===== config.mk =====
export PLATFORM = sky130hd
export DESIGN_NAME = sfa_frame_aligner
export DESIGN_NICKNAME = d
export VERILOG_FILES = /design/src/rtl/sfa_pkg.sv /design/src/rtl/sfa_bit_window.sv /design/src/rtl/sfa_frame_ctrl.sv /design/src/rtl/sfa_alarm.sv /design/src/rtl/sfa_descrambler.sv /design/src/rtl/sfa_frame_aligner.sv
export SDC_FILE = /design/constraint.sdc
export NUM_CORES = 1
export LEC_CHECK = 0
export ABC_AREA = 1
export BUFFER_PORTS_ARGS = -buffer_cell sky130_fd_sc_hd__buf_2
export CAP_MARGIN = 5
export CORE_MARGIN = 2
export CORE_UTILIZATION = 23
export CTS_BUF_LIST = sky130_fd_sc_hd__clkbuf_2
export CTS_CLUSTER_DIAMETER = 150
export CTS_CLUSTER_SIZE = 16
export DETAILED_ROUTE_END_ITERATION = 10
export PLACE_DENSITY = 0.33
export SETUP_SLACK_MARGIN = 0.05
export SYNTH_ARGS = -nofsm -noshare
export SYNTH_HDL_FRONTEND = slang
export SYNTH_SLANG_ARGS = --single-unit

===== constraint.sdc =====
create_clock -name clk -period 5.6 [get_ports clk]
set_clock_uncertainty 0.15 [all_clocks]
set_input_delay 0.84 -clock clk [delete_from_list [all_inputs] [get_ports clk]]
set_output_delay 0.84 -clock clk [all_outputs]
set_load 0.05 [all_outputs]

===== src/rtl/sfa_pkg.sv =====
package sfa_pkg;

  localparam logic [31:0] SYNC_WORD = 32'hF6F6_2828;

  typedef enum logic [1:0] {
    ST_SEARCH  = 2'd0,
    ST_CONFIRM = 2'd1,
    ST_LOCK    = 2'd2
  } align_state_e;

  // 32-bit word starting k bits below the oldest bit of the window
  function automatic logic [31:0] word_at(input logic [39:0] win, input logic [2:0] k);
    logic [39:0] sh;
    sh = win << k;
    return sh[39:8];
  endfunction

  // byte starting k bits below the oldest bit of the window
  function automatic logic [7:0] byte_at(input logic [39:0] win, input logic [2:0] k);
    logic [39:0] sh;
    sh = win << k;
    return sh[39:32];
  endfunction

  // eight keystream bits, first bit in the MSB
  function automatic logic [7:0] key_byte(input logic [6:0] st);
    logic [7:0] kb;
    logic [6:0] s;
    s = st;
    for (int i = 7; i >= 0; i--) begin
      kb[i] = s[6];
      s = {s[5:0], s[6] ^ s[5]};
    end
    return kb;
  endfunction

  function automatic logic [6:0] key_next(input logic [6:0] st);
    logic [6:0] s;
    s = st;
    for (int i = 0; i < 8; i++) s = {s[5:0], s[6] ^ s[5]};
    return s;
  endfunction

endpackage


===== src/rtl/sfa_bit_window.sv =====
module sfa_bit_window
  import sfa_pkg::*;
(
  input  logic       clk,
  input  logic       rst_n,
  input  logic [7:0] rx_byte,
  input  logic [2:0] sel_off,
  output logic       hit_any,
  output logic [2:0] hit_off,
  output logic       sel_match,
  output logic [7:0] sel_byte
);

  logic [39:0] win_q;
  logic [7:0]  hit_vec;

  always_ff @(posedge clk) begin
    if (!rst_n) win_q <= '0;
    else        win_q <= {win_q[31:0], rx_byte};
  end

  for (genvar k = 0; k < 8; k++) begin : g_shift
    assign hit_vec[k] = (word_at(win_q, 3'(k)) == SYNC_WORD);
  end

  // lowest shift wins when several match
  always_comb begin
    hit_off = '0;
    for (int k = 7; k >= 0; k--) begin
      if (hit_vec[k]) hit_off = 3'(k);
    end
  end

  assign hit_any   = |hit_vec;
  assign sel_match = hit_vec[sel_off];
  assign sel_byte  = byte_at(win_q, sel_off);

endmodule


===== src/rtl/sfa_frame_ctrl.sv =====
module sfa_frame_ctrl
  import sfa_pkg::*;
#(
  parameter int ROW_BYTES  = 270,
  parameter int ROWS       = 9,
  parameter int NUM_A1     = 3,
  parameter int MISS_LIMIT = 4,
  localparam int COL_W = $clog2(ROW_BYTES),
  localparam int ROW_W = $clog2(ROWS),
  localparam int MW    = (MISS_LIMIT > 2) ? $clog2(MISS_LIMIT) : 1
)(
  input  logic             clk,
  input  logic             rst_n,
  input  logic             hit_any,
  input  logic [2:0]       hit_off,
  input  logic             sel_match,
  output logic [2:0]       sel_off,
  output logic [ROW_W-1:0] row_q,
  output logic [COL_W-1:0] col_q,
  output logic             locked,
  output logic             good_evt,
  output logic             miss_evt
);

  localparam logic [COL_W-1:0] CHK_COL  = COL_W'(NUM_A1 - 2);
  localparam logic [COL_W-1:0] NXT_COL  = COL_W'(NUM_A1 - 1);
  localparam logic [COL_W-1:0] LAST_COL = COL_W'(ROW_BYTES - 1);
  localparam logic [ROW_W-1:0] LAST_ROW = ROW_W'(ROWS - 1);
  localparam logic [MW-1:0]    LAST_MISS = MW'(MISS_LIMIT - 1);

  align_state_e     st_q, st_d;
  logic [2:0]       off_q, off_d;
  logic [MW-1:0]    miss_q, miss_d;
  logic [ROW_W-1:0] row_d, row_nx;
  logic [COL_W-1:0] col_d, col_nx;
  logic             at_check;

  assign at_check = (row_q == '0) && (col_q == CHK_COL);

  always_comb begin
    col_nx = col_q + 1'b1;
    row_nx = row_q;
    if (col_q == LAST_COL) begin
      col_nx = '0;
      row_nx = (row_q == LAST_ROW) ? '0 : row_q + 1'b1;
    end
  end

  always_comb begin
    st_d     = st_q;
    off_d    = off_q;
    miss_d   = miss_q;
    row_d    = row_nx;
    col_d    = col_nx;
    good_evt = 1'b0;
    miss_evt = 1'b0;
    unique case (st_q)
      ST_SEARCH: begin
        if (hit_any) begin
          st_d     = ST_CONFIRM;
          off_d    = hit_off;
          row_d    = '0;
          col_d    = NXT_COL;
          miss_d   = '0;
          good_evt = 1'b1;
        end
      end
      ST_CONFIRM: begin
        if (at_check) begin
          if (sel_match) begin
            st_d     = ST_LOCK;
            good_evt = 1'b1;
          end else begin
            st_d     = ST_SEARCH;
            miss_evt = 1'b1;
          end
        end
      end
      ST_LOCK: begin
        if (at_check) begin
          if (sel_match) begin
            miss_d   = '0;
            good_evt = 1'b1;
          end else begin
            miss_evt = 1'b1;
            if (miss_q == LAST_MISS) begin
              st_d   = ST_SEARCH;
              miss_d = '0;
            end else begin
              miss_d = miss_q + 1'b1;
            end
          end
        end
      end
      default: st_d = ST_SEARCH;
    endcase
  end

  always_ff @(posedge clk) begin
    if (!rst_n) begin
      st_q   <= ST_SEARCH;
      off_q  <= '0;
      miss_q <= '0;
      row_q  <= '0;
      col_q  <= '0;
    end else begin
      st_q   <= st_d;
      off_q  <= off_d;
      miss_q <= miss_d;
      row_q  <= row_d;
      col_q  <= col_d;
    end
  end

  assign sel_off = off_q;
  assign locked  = (st_q == ST_LOCK);

  assert_offset_hold_R4: assert property (@(posedge clk) disable iff (!rst_n)
    locked |=> (!locked || $stable(sel_off)));

  assert_oof_after_miss_R5: assert property (@(posedge clk) disable iff (!rst_n)
    $fell(locked) |-> $past(miss_evt));

  assert_col_range_R3: assert property (@(posedge clk) disable iff (!rst_n)
    col_q <= LAST_COL);

endmodule


===== src/rtl/sfa_alarm.sv =====
module sfa_alarm #(
  parameter int FRAME_BYTES = 2430,
  parameter int LOS_BYTES   = 389,
  parameter int LOF_FRAMES  = 24,
  localparam int PW = $clog2(FRAME_BYTES),
  localparam int ZW = $clog2(LOS_BYTES + 1),
  localparam int FW = $clog2(LOF_FRAMES + 1)
)(
  input  logic       clk,
  input  logic       rst_n,
  input  logic [7:0] rx_byte,
  input  logic       oof,
  input  logic       good_evt,
  input  logic       miss_evt,
  output logic       los,
  output logic       lof
);

  localparam logic [PW-1:0] LAST_P = PW'(FRAME_BYTES - 1);
  localparam logic [ZW-1:0] LAST_Z = ZW'(LOS_BYTES - 1);
  localparam logic [FW-1:0] LAST_F = FW'(LOF_FRAMES - 1);

  logic [PW-1:0] per_q;
  logic [ZW-1:0] zero_q;
  logic [FW-1:0] frm_q;
  logic [1:0]    good_q;
  logic          tick;

  assign tick = (per_q == LAST_P);

  always_ff @(posedge clk) begin
    if (!rst_n) per_q <= '0;
    else        per_q <= tick ? '0 : per_q + 1'b1;
  end

  // loss of signal: zero-run counter, cleared by two good framing words
  always_ff @(posedge clk) begin
    if (!rst_n) begin
      zero_q <= '0;
      good_q <= '0;
      los    <= 1'b0;
    end else begin
      if (rx_byte != 8'h00)      zero_q <= '0;
      else if (zero_q != LAST_Z) zero_q <= zero_q + 1'b1;

      if (rx_byte == 8'h00 && zero_q == LAST_Z) begin
        los    <= 1'b1;
        good_q <= '0;
      end else if (los) begin
        if (miss_evt) good_q <= '0;
        else if (good_evt) begin
          if (good_q == 2'd1) begin
            los    <= 1'b0;
            good_q <= '0;
          end else begin
            good_q <= good_q + 1'b1;
          end
        end
      end
    end
  end

  // loss of frame: integrate the out-of-frame state over frame periods
  always_ff @(posedge clk) begin
    if (!rst_n) begin
      frm_q <= '0;
      lof   <= 1'b0;
    end else if (oof == lof) begin
      frm_q <= '0;
    end else if (tick) begin
      if (frm_q == LAST_F) begin
        lof   <= ~lof;
        frm_q <= '0;
      end else begin
        frm_q <= frm_q + 1'b1;
      end
    end
  end

  assert_los_zero_R7: assert property (@(posedge clk) disable iff (!rst_n)
    $rose(los) |-> $past(rx_byte == 8'h00));

  assert_lof_needs_oof_R6: assert property (@(posedge clk) disable iff (!rst_n)
    $rose(lof) |-> $past(oof));

endmodule


===== src/rtl/sfa_descrambler.sv =====
module sfa_descrambler
  import sfa_pkg::*;
#(
  parameter int ROW_W    = 4,
  parameter int COL_W    = 9,
  parameter int OH_BYTES = 9
)(
  input  logic             clk,
  input  logic             rst_n,
  input  logic             descr_en,
  input  logic [7:0]       in_byte,
  input  logic [ROW_W-1:0] row,
  input  logic [COL_W-1:0] col,
  output logic [7:0]       out_byte
);

  localparam logic [COL_W-1:0] OH_LAST = COL_W'(OH_BYTES - 1);

  logic [6:0] lfsr_q;
  logic       in_oh, oh_end;

  assign in_oh  = (row == '0) && (col <= OH_LAST);
  assign oh_end = (row == '0) && (col == OH_LAST);

  always_ff @(posedge clk) begin
    if (!rst_n)      lfsr_q <= 7'h7F;
    else if (oh_end) lfsr_q <= 7'h7F;
    else if (!in_oh) lfsr_q <= key_next(lfsr_q);
  end

  assign out_byte = (descr_en && !in_oh) ? (in_byte ^ key_byte(lfsr_q)) : in_byte;

endmodule


===== src/rtl/sfa_frame_aligner.sv =====
module sfa_frame_aligner #(
  parameter int ROW_BYTES  = 270,
  parameter int ROWS       = 9,
  parameter int NUM_A1     = 3,
  parameter int LOS_BYTES  = 389,
  parameter int MISS_LIMIT = 4,
  parameter int LOF_FRAMES = 24,
  localparam int COL_W = $clog2(ROW_BYTES),
  localparam int ROW_W = $clog2(ROWS)
)(
  input  logic             clk,
  input  logic             rst_n,
  input  logic [7:0]       rx_byte,
  input  logic             descr_en,
  output logic [7:0]       aligned_byte,
  output logic             frame_start,
  output logic [ROW_W-1:0] row_idx,
  output logic [COL_W-1:0] col_idx,
  output logic             oof,
  output logic             lof,
  output logic             los
);

  localparam int FRAME_BYTES = ROW_BYTES * ROWS;
  localparam int OH_BYTES    = 3 * NUM_A1;

  logic             hit_any, sel_match, locked, good_evt, miss_evt;
  logic [2:0]       hit_off, sel_off;
  logic [7:0]       sel_byte, plain_byte, data_q;
  logic [ROW_W-1:0] row_cur;
  logic [COL_W-1:0] col_cur;

  sfa_bit_window u_window (
    .clk       (clk),
    .rst_n     (rst_n),
    .rx_byte   (rx_byte),
    .sel_off   (sel_off),
    .hit_any   (hit_any),
    .hit_off   (hit_off),
    .sel_match (sel_match),
    .sel_byte  (sel_byte)
  );

  sfa_frame_ctrl #(
    .ROW_BYTES (ROW_BYTES),
    .ROWS      (ROWS),
    .NUM_A1    (NUM_A1),
    .MISS_LIMIT(MISS_LIMIT)
  ) u_ctrl (
    .clk       (clk),
    .rst_n     (rst_n),
    .hit_any   (hit_any),
    .hit_off   (hit_off),
    .sel_match (sel_match),
    .sel_off   (sel_off),
    .row_q     (row_cur),
    .col_q     (col_cur),
    .locked    (locked),
    .good_evt  (good_evt),
    .miss_evt  (miss_evt)
  );

  sfa_descrambler #(
    .ROW_W    (ROW_W),
    .COL_W    (COL_W),
    .OH_BYTES (OH_BYTES)
  ) u_descr (
    .clk      (clk),
    .rst_n    (rst_n),
    .descr_en (descr_en),
    .in_byte  (sel_byte),
    .row      (row_cur),
    .col      (col_cur),
    .out_byte (plain_byte)
  );

  sfa_alarm #(
    .FRAME_BYTES (FRAME_BYTES),
    .LOS_BYTES   (LOS_BYTES),
    .LOF_FRAMES  (LOF_FRAMES)
  ) u_alarm (
    .clk      (clk),
    .rst_n    (rst_n),
    .rx_byte  (rx_byte),
    .oof      (oof),
    .good_evt (good_evt),
    .miss_evt (miss_evt),
    .los      (los),
    .lof      (lof)
  );

  assign oof = ~locked;

  always_ff @(posedge clk) begin
    if (!rst_n) begin
      data_q      <= '0;
      frame_start <= 1'b0;
      row_idx     <= '0;
      col_idx     <= '0;
    end else begin
      data_q      <= plain_byte;
      frame_start <= locked && (row_cur == '0) && (col_cur == '0);
      row_idx     <= row_cur;
      col_idx     <= col_cur;
    end
  end

  assign aligned_byte = (los || lof) ? 8'hFF : data_q;

  assert_strobe_origin_R3: assert property (@(posedge clk) disable iff (!rst_n)
    frame_start |-> (row_idx == '0 && col_idx == '0));

  assert_oof_clear_R2: assert property (@(posedge clk) disable iff (!rst_n)
    $fell(oof) |-> $past(good_evt));

  assert_ais_steady_R8: assert property (@(posedge clk) disable iff (!rst_n)
    (los && $past(los)) |-> $stable(aligned_byte));

endmodule


-- Word level (Yosys, flattened, before mapping)
Index checks and enable logic that the tools add are counted.
- bitwise gates (word level): 13
- muxes and demuxes: 47
- $lt $le $gt $ge: 2
- shift-type cells: 1
- add/subtract/negate cells: 7
- reduce and logical (&&, ||, !) cells: 28
- equality and inequality tests: 26
- operators by type and width (cell ; number):
    equality test 32 bit (second input constant) ; 8
    << shifter 40 x 3 -> 40 bit ; 1
    two-way mux 9 bit ; 3
    two-way mux 2 bit ; 13
    two-way mux 3 bit ; 8
    adder 9 x 1 -> 9 bit (second input constant) ; 2
    equality test 9 bit (second input constant) ; 2
    two-way mux 4 bit ; 4
    two-way mux 8 bit ; 2
    adder 12 x 1 -> 12 bit (second input constant) ; 1
    equality test 12 bit (second input constant) ; 1
    two-way mux 1 bit ; 12
    OR reduction 2 bit ; 6
    equality test 9 x 1 -> 1 bit (second input constant) ; 1
    equality test 9 x 4 -> 1 bit (second input constant) ; 1
    <= comparator 9 x 4 -> 1 bit (second input constant) ; 1
    logical NOT 9 bit ; 1
    inequality test 9 bit (second input constant) ; 1
    logical NOT 8 bit ; 1
    nonzero test 8 bit ; 1
    OR reduction 8 bit ; 1
    XOR 1 bit ; 8
    XOR 8 bit ; 1
    logical AND 1 bit ; 7
    25 further kinds ; 37
- register bits: 119
- logic and storage cells: 141
- input port bits: 11

-- Logic depth before layout (Yosys ltp)
Gate-level depths: netlist (run 1).
- depth after elaboration: 10
- mapped depth: 17

-- By module
Synthesis (run 1) repeated with hierarchy kept, for this count alone.
- cell total of the unflattened synthesis: 1045
- area, all modules: 6682.7 µm²
- modules (own cells, without submodules) (module ; cells each ; sequential area each (µm²) ; area each (µm²) ; instances):
    sfa_bit_window ; 461 ; 800.8 ; 2562.5 ; 1
    sfa_alarm ; 224 ; 600.6 ; 1565.3 ; 1
    sfa_frame_ctrl ; 146 ; 400.4 ; 1099.8 ; 1
    sfa_frame_aligner ; 108 ; 440.4 ; 774.5 ; 1
    sfa_descrambler ; 106 ; 140.1 ; 680.7 ; 1

-- Worst setup path before layout (run 1)
Ideal clock, no wire load.
- path type: reg-to-output
- start point: register u_alarm.lof
- end point: output aligned_byte[0]
- buffers on the path: 0
- cell stages (with the launch flop): 3
- path slack: 3.341 ns
- arrival time: 1.269 ns
- data required time: 4.610 ns
- cell sequence: dfxtp_1 nor2_1 nand2_1
- longest elaborated chain between the ends: 2
- ends and longest elaborated chain (what ; RTL line ; source):
    start: declaration ; sfa_alarm.sv:16 ; output logic lof
    start signal: assignment ; sfa_alarm.sv:72 ; lof <= ~lof;
    logical OR 1 bit ; sfa_frame_aligner.sv:108 ; assign aligned_byte = (los || lof) ? 8'hFF : data_q;
    two-way mux 8 bit ; sfa_frame_aligner.sv:108 ;
    end: declaration ; sfa_frame_aligner.sv:15 ; output logic [7:0] aligned_byte,
Every way passes these cells.

-- Worst setup path after layout (run 1)
- start point: register u_ctrl.st_q[0]
- end point: output oof
- longest elaborated chain between the ends: 2
- ends and longest elaborated chain (what ; RTL line ; source):
    start: declaration ; sfa_frame_ctrl.sv:31 ; align_state_e st_q, st_d;
    start signal: assignment ; sfa_frame_ctrl.sv:107 ; st_q <= st_d;
    equality test 2 bit ; sfa_frame_ctrl.sv:116 ; assign locked = (st_q == ST_LOCK);
    inverter 1 bit ; sfa_frame_aligner.sv:92 ; assign oof = ~locked;
    end: declaration ; sfa_frame_aligner.sv:19 ; output logic oof,
Every way passes these cells.

==> impl_metrics.sql, run 1 <==
INSERT INTO impl_metrics (metric_group, metric, value, unit) VALUES
('clock_tree', 'cts_hold_repair.buffers', '0', ''),
('floorplanning', 'dieArea', '0.02877', 'sq mm'),
('clock_tree', 'ctsRootBufferMaster', 'sky130_fd_sc_hd__clkbuf_2', ''),
('yosys', 'synth.ff_latch_count', '119', ''),
('timing', 'layout_worst_path_cycle_share', '54.00', '%'),
('layout', 'multiInputGateArea', '0.003243', 'sq mm'),
('floorplanning', 'dieHeight', '169.6', 'um'),
('clock_tree', 'cts_tree', 'yes', ''),
('clock_tree', 'clkTransAtPathRegs', '0.23', 'ns'),
('floorplanning', 'floorplan.die.width', '169.6', 'um'),
('drt', 'post_drt_wl_per_cell', '14.08', 'um'),
('floorplanning', 'rows', '60', ''),
('drt', 'drt_first_iter_violations', '360', ''),
('layout', 'layout.cells.most_common', 'sky130_fd_sc_hd__nand2_1', ''),
('clock_tree', 'tritoncts.num_buffers', '17', ''),
('yosys', 'yosysUniqueCellTypes', '38', ''),
('flow_run', 'drv.max_cap_violation_count', '0', ''),
('yosys', 'synth-async-reset-ratio', '0', '%'),
('power', 'p_leak', '0.003308', 'uW'),
('grt', 'grt_first_pass_wirelength', '31.57', 'mm'),
('timing', 'worst_pin_slew', '0.8340', 'ns'),
('worst_setup_path', 'worst-endpoint-arrival', '2.03', 'ns'),
('yosys', 'synth-main-ff-cell', 'sky130_fd_sc_hd__dfxtp_1', ''),
('timing', 'fmaxAchievable', '0.3307', 'GHz'),
('worst_setup_path', 'r2r-start', 'u_ctrl.sel_off[0]$_SDFFE_PN0P_', ''),
('yosys', 'avgSynthCellArea', '6.573', 'sq um'),
('drt', 'drt-pass1-iter-count', '7', ''),
('clock_tree', 'clock_tree.htree_level_count', '4', ''),
('layout', 'num-fill-cells', '3065', ''),
('worst_setup_path', 'critical_path.n_buffers_inverters', '3', ''),
('power', 'power-per-cell-area', '242.2', 'mW/mm^2'),
('power', 'ir_drop', '0.09572', 'mV'),
('worst_setup_path', 'path_cells', 'inv_1 > ha_1 > inv_1 > buf_2', ''),
('layout', 'postLayoutCellArea', '0.007124', 'sq mm'),
('layout', 'areaGrowthSynthToFinish', '12.91', '%'),
('layout', 'design.final.nets', '1021', ''),
('hold_path', 'min_from', 'rx_byte[5]', ''),
('worst_setup_path', 'cp_common_cell', 'sky130_fd_sc_hd__inv_1', ''),
('grt', 'grt_pass1_vias', '5841', ''),
('yosys', 'synth_area', '0.006310', 'sq mm'),
('grt', 'track_usage', '14.17', '%'),
('drt', 'drt_drc_violations_left', '0', ''),
('yosys', 'synth_edf_count', '0', ''),
('timing', 'max_slew_margin', '44.32', '%'),
('clock_tree', 'clock_insertion_delay_worst_skew', '0.71', 'ns'),
('clock_tree', 'clock_sink_count', '119', ''),
('worst_setup_path', 'endpoint_class_of_the_critical_path', 'output pin', ''),
('clock_tree', 'cts.path.max_buffers', '2', ''),
('timing', 'finalSetupTns', '0', 'ns'),
('worst_setup_path', 'critical_path.slowest_cell', 'sky130_fd_sc_hd__dfxtp_1', ''),
('timing', 'timing.final.setup_violations', '0', ''),
('drt', 'vias', '5810', ''),
('placed_design', 'place_area', '0.006832', 'sq mm'),
('placed_design', 'place.port_buffers', '35', ''),
('outcome', 'status', 'completed', ''),
('placed_design', 'routabilityCongestion', '0.8524', ''),
('worst_setup_path', 'critical_path.startpoint', 'u_ctrl.st_q[0]$_SDFFE_PN0P_', ''),
('placed_design', 'dp_hpwl', '14.63', 'mm'),
('hold_path', 'min_path_type', 'primary input to register', ''),
('drt', 'routed_wl', '19.02', 'mm'),
('drt', 'postRouteAntennaNets', '0', ''),
('worst_setup_path', 'worst-setup-path-type', 'register to output pin', ''),
('worst_setup_path', 'cpPeakStageDelay', '0.42', 'ns'),
('worst_setup_path', 'setup.worst_path.start_class', 'register', ''),
('layout', 'postLayoutCoreUtil', '26.43', '%'),
('yosys', 'synth.net_count', '986', ''),
('clock_tree', 'cts-resized-gates', '0', ''),
('floorplanning', 'pin_count', '36', ''),
('yosys', 'synth_warnings', '0', ''),
('layout', 'area.sequential', '0.002382', 'sq mm'),
('timing', 'drv_slew', '0', '');
[worst min-delay path, cell delays in order]
cell and delay [ns]:
sky130_fd_sc_hd__buf_2 0.09, sky130_fd_sc_hd__nand2_1 0.05, sky130_fd_sc_hd__inv_1 0.04
[cells in the mapped netlist (3+ instances only)]
cell type / number / area share [%]
sky130_fd_sc_hd__nand2_1: 236 / 14
sky130_fd_sc_hd__inv_1: 156 / 9.3
sky130_fd_sc_hd__nor2_1: 141 / 8.4
sky130_fd_sc_hd__dfxtp_1: 119 / 38
sky130_fd_sc_hd__o21ai_0: 44 / 3.5
sky130_fd_sc_hd__nand3_1: 42 / 3.3
sky130_fd_sc_hd__nor3_1: 34 / 2.7
sky130_fd_sc_hd__a21oi_1: 28 / 2.2
sky130_fd_sc_hd__nand4_1: 26 / 2.6
sky130_fd_sc_hd__ha_1: 15 / 3.0
sky130_fd_sc_hd__clkbuf_1: 14 / 0.83
sky130_fd_sc_hd__nand2_2: 13 / 1.3
sky130_fd_sc_hd__xor2_1: 13 / 1.8
sky130_fd_sc_hd__o211ai_1: 11 / 1.3
sky130_fd_sc_hd__nor2_2: 10 / 0.99
sky130_fd_sc_hd__nor4_1: 7 / 0.69
sky130_fd_sc_hd__or2_2: 6 / 0.59
sky130_fd_sc_hd__o21bai_1: 5 / 0.59
sky130_fd_sc_hd__buf_2: 4 / 0.32
sky130_fd_sc_hd__nor2_4: 4 / 0.71
sky130_fd_sc_hd__a2111oi_0: 3 / 0.42
sky130_fd_sc_hd__a211oi_1: 3 / 0.36
sky130_fd_sc_hd__inv_2: 3 / 0.18
sky130_fd_sc_hd__xnor2_1: 3 / 0.42
[cell type report]
cell class,instances,area share (%)
repair buffers,36,2.564
multi-input cells,662,45.52
inverters,159,8.377
well taps,341,5.989
diodes,2,0.07025
flip-flops and latches,119,33.44
clock inverters,14,2.775
clock buffers,18,1.264
[metrics by stage]
step                hold WS [ns]  power [uW]  setup WS (ns)  instances
global placement          0.2515        1077          2.764       1317
global route              0.1246        1829          2.395       1351
CTS                       0.1130        1767          2.466       1349
floorplan                 0.2405        1024          3.341        960
finish                    0.2005        1725          2.576       1351
detailed placement        0.2505        1074          2.769       1317
[cell families (layout without fill, tap and decap cells)]
kind of cell | count (synthesis) | after routing | synth area share, %
compound gates | 101 | 101 | 9.201
xor+xnor | 16 | 16 | 2.221
fa+ha+maj | 15 | 15 | 2.974
buf+inv | 179 | 227 | 10.85
flops | 119 | 119 | 37.76
mux | 2 | 2 | 0.3173
other cells | 0 | 2 | 0
simple gates | 528 | 528 | 36.68
[registers in the layout (all words and copies together), names as in the netlist]
register	cells
u_window.win_q	40
u_alarm.per_q	12
col_idx	9
u_alarm.zero_q	9
u_ctrl.col_q	9
data_q	8
u_descr.lfsr_q	7
u_alarm.frm_q	5
row_idx	4
u_ctrl.row_q	4
u_ctrl.sel_off	3
u_alarm.good_q	2
u_ctrl.miss_q	2
u_ctrl.st_q	2
frame_start	1
u_alarm.lof	1
u_alarm.los	1
[path summary, 6_finish.rpt]
check,depth (start not counted),end,slack (ns)
hold reg to reg,2,u_window.win_q[8]$_SDFF_PN0_,0.28
setup reg to reg,7,u_ctrl.miss_q[0]$_SDFFE_PN0P_,3.15
setup / recovery,4,oof,2.58
hold / removal,3,u_window.win_q[5]$_SDFF_PN0_,0.20
[power breakdown]
group	switching (uW)	internal, uW	leakage, uW
registers	24.0	870	0.000966
clock network	373	299	0.000165
logic	112	48.0	0.00218
[per-layer routing]
layer  wire [um]  vias up  track usage, %
met3         695       25           3.032
met4         482        0           6.057
li1            -     3101               -
met2        8246       92           21.93
met1        9594     2592           19.03
met5           0        -               0
(Power assumes the default switching activity.)
==> run 2, diff against run 1 <==
Clock period 5.6 ns to 2.9 ns, I/O delays scaled along.
==> impl_metrics.sql, run 2 (same netlist as run 1, synthesis figures left out) <==
INSERT INTO impl_metrics (metric_group, metric, value, unit) VALUES
('placed_design', 'place.port_buffers', '35', ''),
('worst_setup_path', 'r2r-start', 'u_window.win_q[26]$_SDFF_PN0_', ''),
('grt', 'track_usage', '14.25', '%'),
('layout', 'largest_register_ff_count', '40', ''),
('timing', 'max_slew_margin', '48.69', '%'),
('grt', 'remaining_global_route_overflow', '0', ''),
('clock_tree', 'cts_tree', 'yes', ''),
('layout', 'mostFrequentLayoutCells', '236 x sky130_fd_sc_hd__nand2_1, 156 x sky130_fd_sc_hd__inv_1, 141 x sky130_fd_sc_hd__nor2_1', ''),
('power', 'p_leak', '0.003367', 'uW'),
('power', 'ir_drop', '0.2893', 'mV'),
('floorplanning', 'pin_count', '36', ''),
('outcome', 'status', 'completed', ''),
('worst_setup_path', 'worst-endpoint-arrival', '2.02', 'ns'),
('worst_setup_path', 'crit_path_max_fanout', '6', ''),
('worst_setup_path', 'cpPeakStageDelay', '0.40', 'ns'),
('grt', 'grt_first_pass_wirelength', '31.82', 'mm'),
('power', 'power-per-cell-area', '456.2', 'mW/mm^2'),
('clock_tree', 'clock_sink_count', '119', ''),
('grt', 'antenna_violations_before_repair', '1', ''),
('drt', 'postRouteAntennaNets', '0', ''),
('clock_tree', 'clock_tree.htree_level_count', '4', ''),
('placed_design', 'dp_hpwl', '14.67', 'mm'),
('drt', 'drt-pass1-iter-count', '5', ''),
('floorplanning', 'dieArea', '0.02877', 'sq mm'),
('clock_tree', 'tritoncts.num_buffers', '17', ''),
('hold_path', 'min_path_type', 'primary input to register', ''),
('drt', 'post_drt_wl_per_cell', '13.96', 'um'),
('timing', 'fmaxAchievable', '0.3846', 'GHz'),
('worst_setup_path', 'critical_path.n_buffers_inverters', '3', ''),
('clock_tree', 'cts.path.max_buffers', '2', ''),
('drt', 'routed_wl', '19.05', 'mm'),
('floorplanning', 'floorplan.die.width', '169.6', 'um'),
('worst_setup_path', 'cp_common_cell', 'sky130_fd_sc_hd__inv_1', ''),
('timing', 'drv_slew', '0', ''),
('worst_setup_path', 'critical_path.startpoint', 'u_ctrl.st_q[0]$_SDFFE_PN0P_', ''),
('grt', 'grt_pass1_vias', '5882', ''),
('layout', 'areaGrowthSynthToFinish', '14.81', '%'),
('timing', 'fin_worst_hold_slack', '0.09989', 'ns'),
('hold_path', 'min_from', 'descr_en', ''),
('worst_setup_path', 'cp.required', '2.32', 'ns'),
('layout', 'largestRegisters', 'u_window.win_q x40, u_alarm.per_q x12', ''),
('floorplanning', 'dieHeight', '169.6', 'um'),
('drt', 'drt_first_iter_violations', '313', ''),
('floorplanning', 'initial_utilization', '23.41', '%'),
('layout', 'fraction_of_layout_cells_with_a_size_suffix_above_1', '11.24', '%'),
('timing', 'finalSetupTns', '0', 'ns'),
('drt', 'drt_drc_violations_left', '0', ''),
('clock_tree', 'clkTransAtPathRegs', '0.21', 'ns'),
('worst_setup_path', 'endpoint_class_of_the_critical_path', 'output pin', ''),
('layout', 'layout.cells.most_common', 'sky130_fd_sc_hd__nand2_1', ''),
('worst_setup_path', 'critical_path.slowest_cell', 'sky130_fd_sc_hd__dfxtp_1', ''),
('floorplanning', 'rows', '60', ''),
('layout', 'design.final.nets', '1036', ''),
('worst_setup_path', 'setup.worst_path.start_class', 'register', ''),
('timing', 'timing_hold_violations_final', '0', ''),
('floorplanning', 'area_of_the_core_region', '0.02695', 'sq mm'),
('clock_tree', 'clock_insertion_delay_worst_skew', '0.72', 'ns'),
('timing', 'layout_min_cycle_time', '2.600', 'ns'),
('timing', 'worst_pin_slew', '0.7661', 'ns'),
('drt', 'vias', '5867', ''),
('timing', 'timing.final.setup_violations', '0', ''),
('timing', 'rsz0062_at_grt', 'no', ''),
('timing', 'layout_worst_path_cycle_share', '89.66', '%'),
('clock_tree', 'cts_setup_buffers', '0', ''),
('grt', 'pin_count_of_the_biggest_net_entering_global_routing', '44', ''),
('worst_setup_path', 'path_cells', 'inv_1 > ha_1 > inv_1 > buf_2', ''),
('placed_design', 'routabilityCongestion', '0.9033', ''),
('layout', 'largest-register', 'u_window.win_q', ''),
('worst_setup_path', 'worst-setup-path-type', 'register to output pin', ''),
('clock_tree', 'ctsRootBufferMaster', 'sky130_fd_sc_hd__clkbuf_2', ''),
('flow_run', 'drv.max_cap_violation_count', '0', ''),
('worst_setup_path', 'critical-path-top-delay-family', 'buffers and inverters', ''),
('drt', 'vias_per_cell', '4.298', '');
==> run 2: changes by cell type in the layout (fill, tap and decap cells not counted), sizes merged <==
cell	previous run	this run
inv	161	165
diode	2	1
buf	36	42
bufinv	4	3
clkbuf	18	17
dlygate4sd3	0	9
clkinv	6	4
==> run 2: tightest hold or removal path: stages <==
cell	delay [ns]
sky130_fd_sc_hd__buf_2	0.08
sky130_fd_sc_hd__nand2_1	0.04
sky130_fd_sc_hd__buf_4	0.17
sky130_fd_sc_hd__nor3_1	0.13
sky130_fd_sc_hd__nor2_1	0.06
==> run 2: timing repair <==
action,CTS,global route
resized for setup,0,0
hold endpoints to repair,17,0
hold buffers,9,0
==> run 2: worst paths after layout <==
check,slack (ns),to,cells past startpoint
hold / removal,0.1,data_q[3]$_SDFF_PN0_,5
setup / recovery,0.30,oof,4
setup reg to reg,0.57,u_alarm.good_q[0]$_SDFFE_PP0P_,15
hold reg to reg,0.29,u_window.win_q[8]$_SDFF_PN0_,2
==> run 2: where the power goes <==
group	leakage, uW	total (uW)	switching, uW	internal (uW)
logic	0.00225	323	221	102
clock network	0.000156	1260	753	502
registers	0.000966	1730	45.6	1680
==> run 2: layout make-up <==
class                           instances  area [sq um]
Sequential cell                       119          2382
Inverter                              159         596.8
Clock inverter                         15         190.2
Tap cell                              341         426.7
Clock buffer                           17         85.08
Multi-Input combinational cell        662          3243
Antenna cell                            1         2.502
Fill cell                            3063         19710
Timing Repair Buffer                   51         317.8
==> run 2: per-layer routing <==
metal / track usage [%] / part of all wire (%) / vias to the layer above
met4: 5.017 / 2.4 / 0
met2: 22.91 / 44 / 111
met5: 0 / 0 / -
li1: - / - / 3126
met1: 19.00 / 50 / 2601
met3: 2.822 / 3.8 / 29
==> run 2: through the flow <==
step / total power (uW) / cells / utilization, % / instance area (sq um) / worst slack, ns
global route: 3497 / 1365 / 26.88 / 7244 / 0.07961
finish: 3305 / 1365 / 26.88 / 7244 / 0.2999
floorplan: 1977 / 960 / - / 6310 / 0.9606
global placement: 2087 / 1323 / 25.52 / 6877 / 0.5432
CTS: 3381 / 1364 / 26.87 / 7242 / 0.1857
detailed placement: 2076 / 1323 / 25.52 / 6877 / 0.6008
==> run 3, diff against run 2 <==
Settings changed: CORE_ASPECT_RATIO from default to 1.5, PLACE_DENSITY 0.33 to 0.46, REMOVE_ABC_BUFFERS from default to 1.
==> impl_metrics.sql, run 3 (same netlist as run 1, synthesis figures left out) <==
INSERT INTO impl_metrics (metric_group, metric, value, unit) VALUES
('drt', 'vias_per_cell', '4.379', ''),
('placed_design', 'place.port_buffers', '35', ''),
('drt', 'postRouteAntennaNets', '0', ''),
('floorplanning', 'pin_count', '36', ''),
('outcome', 'violations', 'design-rule violations', ''),
('power', 'sw_frac_of_total', '28.33', '%'),
('worst_setup_path', 'cp_common_cell', 'sky130_fd_sc_hd__inv_1', ''),
('hold_path', 'min_path_type', 'primary input to register', ''),
('drt', 'drt_drc_violations_left', '1', ''),
('timing', 'timing_hold_violations_final', '0', ''),
('power', 'p_leak', '0.003367', 'uW'),
('power', 'fin_total_pwr', '3281', 'uW'),
('worst_setup_path', 'worst-endpoint-arrival', '1.96', 'ns'),
('worst_setup_path', 'endpoint_class_of_the_critical_path', 'output pin', ''),
('worst_setup_path', 'setup.worst_path.start_class', 'register', ''),
('placed_design', 'routabilityCongestion', '0.9368', ''),
('layout', 'largest_register_ff_count', '40', ''),
('drt', 'vias', '5977', ''),
('layout', 'largest-register', 'u_window.win_q', ''),
('grt', 'pin_count_of_the_biggest_net_entering_global_routing', '49', ''),
('clock_tree', 'cts_setup_buffers', '0', ''),
('floorplanning', 'floorplan.die.width', '139.2', 'um'),
('layout', 'area.sequential', '0.002382', 'sq mm'),
('layout', 'areaGrowthSynthToFinish', '14.73', '%'),
('worst_setup_path', 'crit_path_max_fanout', '6', ''),
('timing', 'layout_min_cycle_time', '2.547', 'ns'),
('timing', 'max_slew_margin', '57.81', '%'),
('floorplanning', 'rows', '74', ''),
('placed_design', 'dp_hpwl', '14.37', 'mm'),
('clock_tree', 'cts.path.max_buffers', '2', ''),
('worst_setup_path', 'cp.required', '2.32', 'ns'),
('layout', 'mostFrequentLayoutCells', '236 x sky130_fd_sc_hd__nand2_1, 156 x sky130_fd_sc_hd__inv_1, 140 x sky130_fd_sc_hd__nor2_1', ''),
('timing', 'rsz0062_at_grt', 'no', ''),
('timing', 'drv_slew', '0', ''),
('layout', 'num-fill-cells', '3082', ''),
('grt', 'antenna_violations_before_repair', '1', ''),
('worst_setup_path', 'critical-path-top-delay-family', 'buffers and inverters', ''),
('clock_tree', 'clock_sink_count', '119', ''),
('power', 'seqPwrFrac', '52.5', '%'),
('worst_setup_path', 'critical_path.startpoint', 'u_ctrl.st_q[0]$_SDFFE_PN0P_', ''),
('clock_tree', 'clkTransAtPathRegs', '0.18', 'ns'),
('drt', 'routed_wl', '18.22', 'mm'),
('worst_setup_path', 'path_cells', 'inv_1 > ha_1 > inv_1 > buf_2', ''),
('worst_setup_path', 'critical_path.n_buffers_inverters', '3', ''),
('timing', 'timing.final.setup_violations', '0', ''),
('floorplanning', 'initial_utilization', '23.26', '%'),
('layout', 'design.final.nets', '1035', ''),
('worst_setup_path', 'cpPeakStageDelay', '0.40', 'ns'),
('flow_run', 'drv.max_cap_violation_count', '0', ''),
('clock_tree', 'ctsRootBufferMaster', 'sky130_fd_sc_hd__clkbuf_2', ''),
('worst_setup_path', 'r2r-start', 'u_window.win_q[26]$_SDFF_PN0_', ''),
('power', 'internal_power', '2352', 'uW'),
('power', 'ir_drop', '0.1960', 'mV'),
('timing', 'fmaxAchievable', '0.3927', 'GHz'),
('timing', 'finalSetupTns', '0', 'ns'),
('power', 'power-per-cell-area', '453.2', 'mW/mm^2'),
('worst_setup_path', 'worst-setup-path-type', 'register to output pin', ''),
('layout', 'multiInputGateArea', '0.003246', 'sq mm'),
('hold_path', 'min_from', 'descr_en', ''),
('timing', 'layout_worst_path_cycle_share', '87.82', '%'),
('grt', 'grt_first_pass_wirelength', '29.59', 'mm'),
('placed_design', 'place_ws', '0.5347', 'ns'),
('clock_tree', 'clock_insertion_delay_worst_skew', '0.69', 'ns'),
('clock_tree', 'tritoncts.num_buffers', '17', ''),
('layout', 'fraction_of_layout_cells_with_a_size_suffix_above_1', '11.15', '%'),
('outcome', 'status', 'complete, but fails checks', ''),
('layout', 'fin_cells', '1365', ''),
('drt', 'drt_first_iter_violations', '326', ''),
('grt', 'grt_pass1_vias', '5797', ''),
('power', 'p_clk_share', '37.6', '%'),
('grt', 'remaining_global_route_overflow', '0', ''),
('timing', 'worst_pin_slew', '0.6300', 'ns'),
('placed_design', 'dp_cells', '1323', ''),
('floorplanning', 'dieHeight', '206.9', 'um'),
('floorplanning', 'area_of_the_core_region', '0.02713', 'sq mm'),
('timing', 'finalWorstSetupSlack', '0.3533', 'ns'),
('floorplanning', 'dieArea', '0.02880', 'sq mm'),
('grt', 'track_usage', '13.05', '%'),
('layout', 'largestRegisters', 'u_window.win_q x40, u_alarm.per_q x12', ''),
('clock_tree', 'clock_tree.htree_level_count', '4', ''),
('clock_tree', 'cts_tree', 'yes', ''),
('power', 'total_switching_power', '929.5', 'uW'),
('drt', 'drt-pass1-iter-count', '9', ''),
('worst_setup_path', 'critical_path.slowest_cell', 'sky130_fd_sc_hd__dfxtp_1', ''),
('power', 'p_comb_share', '9.8', '%'),
('drt', 'post_drt_wl_per_cell', '13.35', 'um'),
('layout', 'layout.cells.most_common', 'sky130_fd_sc_hd__nand2_1', '');
==> run 3: path summary, 6_finish.rpt <==
check	end	slack [ns]	depth (start not counted)
setup / recovery	oof	0.35	4
hold / removal	data_q[2]$_SDFF_PN0_	0.22	4
setup reg to reg	u_alarm.good_q[0]$_SDFFE_PP0P_	0.50	15
hold reg to reg	u_window.win_q[8]$_SDFF_PN0_	0.28	2
==> run 3: what timing repair did <==
item,CTS,global route
endpoints found under the hold margin,15,0
resized for setup,0,1
setup endpoints to repair,0,1
hold buffers,9,0
==> run 3: power by group through the flow <==
stage	Combinational [uW]	Sequential [uW]	Clock, uW
after floorplan	208	1750	0
after detailed placement	314	1760	0
after global routing	367	1730	1370
after CTS	325	1720	1310
final	323	1720	1240
after global placement	315	1760	0
==> run 3: final cells by class <==
| type | count | area share, % |
|---|---|---|
| repair buffers | 50 | 4.286 |
| diodes | 1 | 0.03457 |
| well taps | 342 | 5.911 |
| multi-input cells | 662 | 44.83 |
| flip-flops and latches | 119 | 32.91 |
| clock buffers | 19 | 1.314 |
| clock inverters | 13 | 2.471 |
| inverters | 159 | 8.244 |
==> run 3: through the flow <==
step / utilization [%] / hold slack [ns] / cell area (sq um)
after global placement: 25.33 / 0.2453 / 6870
after floorplan: - / 0.2400 / 6222
after global routing: 26.69 / 0.2154 / 7239
final: 26.69 / 0.2220 / 7239
after detailed placement: 25.33 / 0.2527 / 6870
after CTS: 26.67 / 0.1050 / 7234
==> run 3: layer usage <==
metal	track usage (%)	vias up	wire (um)
met5	0	-	0
met4	6.349	0	662
met3	2.399	37	436
met2	24.67	97	9709
met1	13.92	2725	7412
li1	-	3118	-
==> run 3: worst reg2reg max path, stage by stage, from the launching register on <==
cell,delay (ns)
sky130_fd_sc_hd__dfxtp_1,0.65
sky130_fd_sc_hd__nand2_1,0.16
sky130_fd_sc_hd__nor2_1,0.13
sky130_fd_sc_hd__nand2_1,0.15
sky130_fd_sc_hd__nor2_1,0.20
sky130_fd_sc_hd__nand3_1,0.13
sky130_fd_sc_hd__nand3_2,0.08
sky130_fd_sc_hd__nand3_2,0.10
sky130_fd_sc_hd__nand2_2,0.13
sky130_fd_sc_hd__nand2_2,0.06
sky130_fd_sc_hd__nand2_2,0.06
sky130_fd_sc_hd__nand2_2,0.05
sky130_fd_sc_hd__nand2_2,0.06
sky130_fd_sc_hd__nand3_1,0.08
sky130_fd_sc_hd__nand2_1,0.09
sky130_fd_sc_hd__nor2_1,0.04
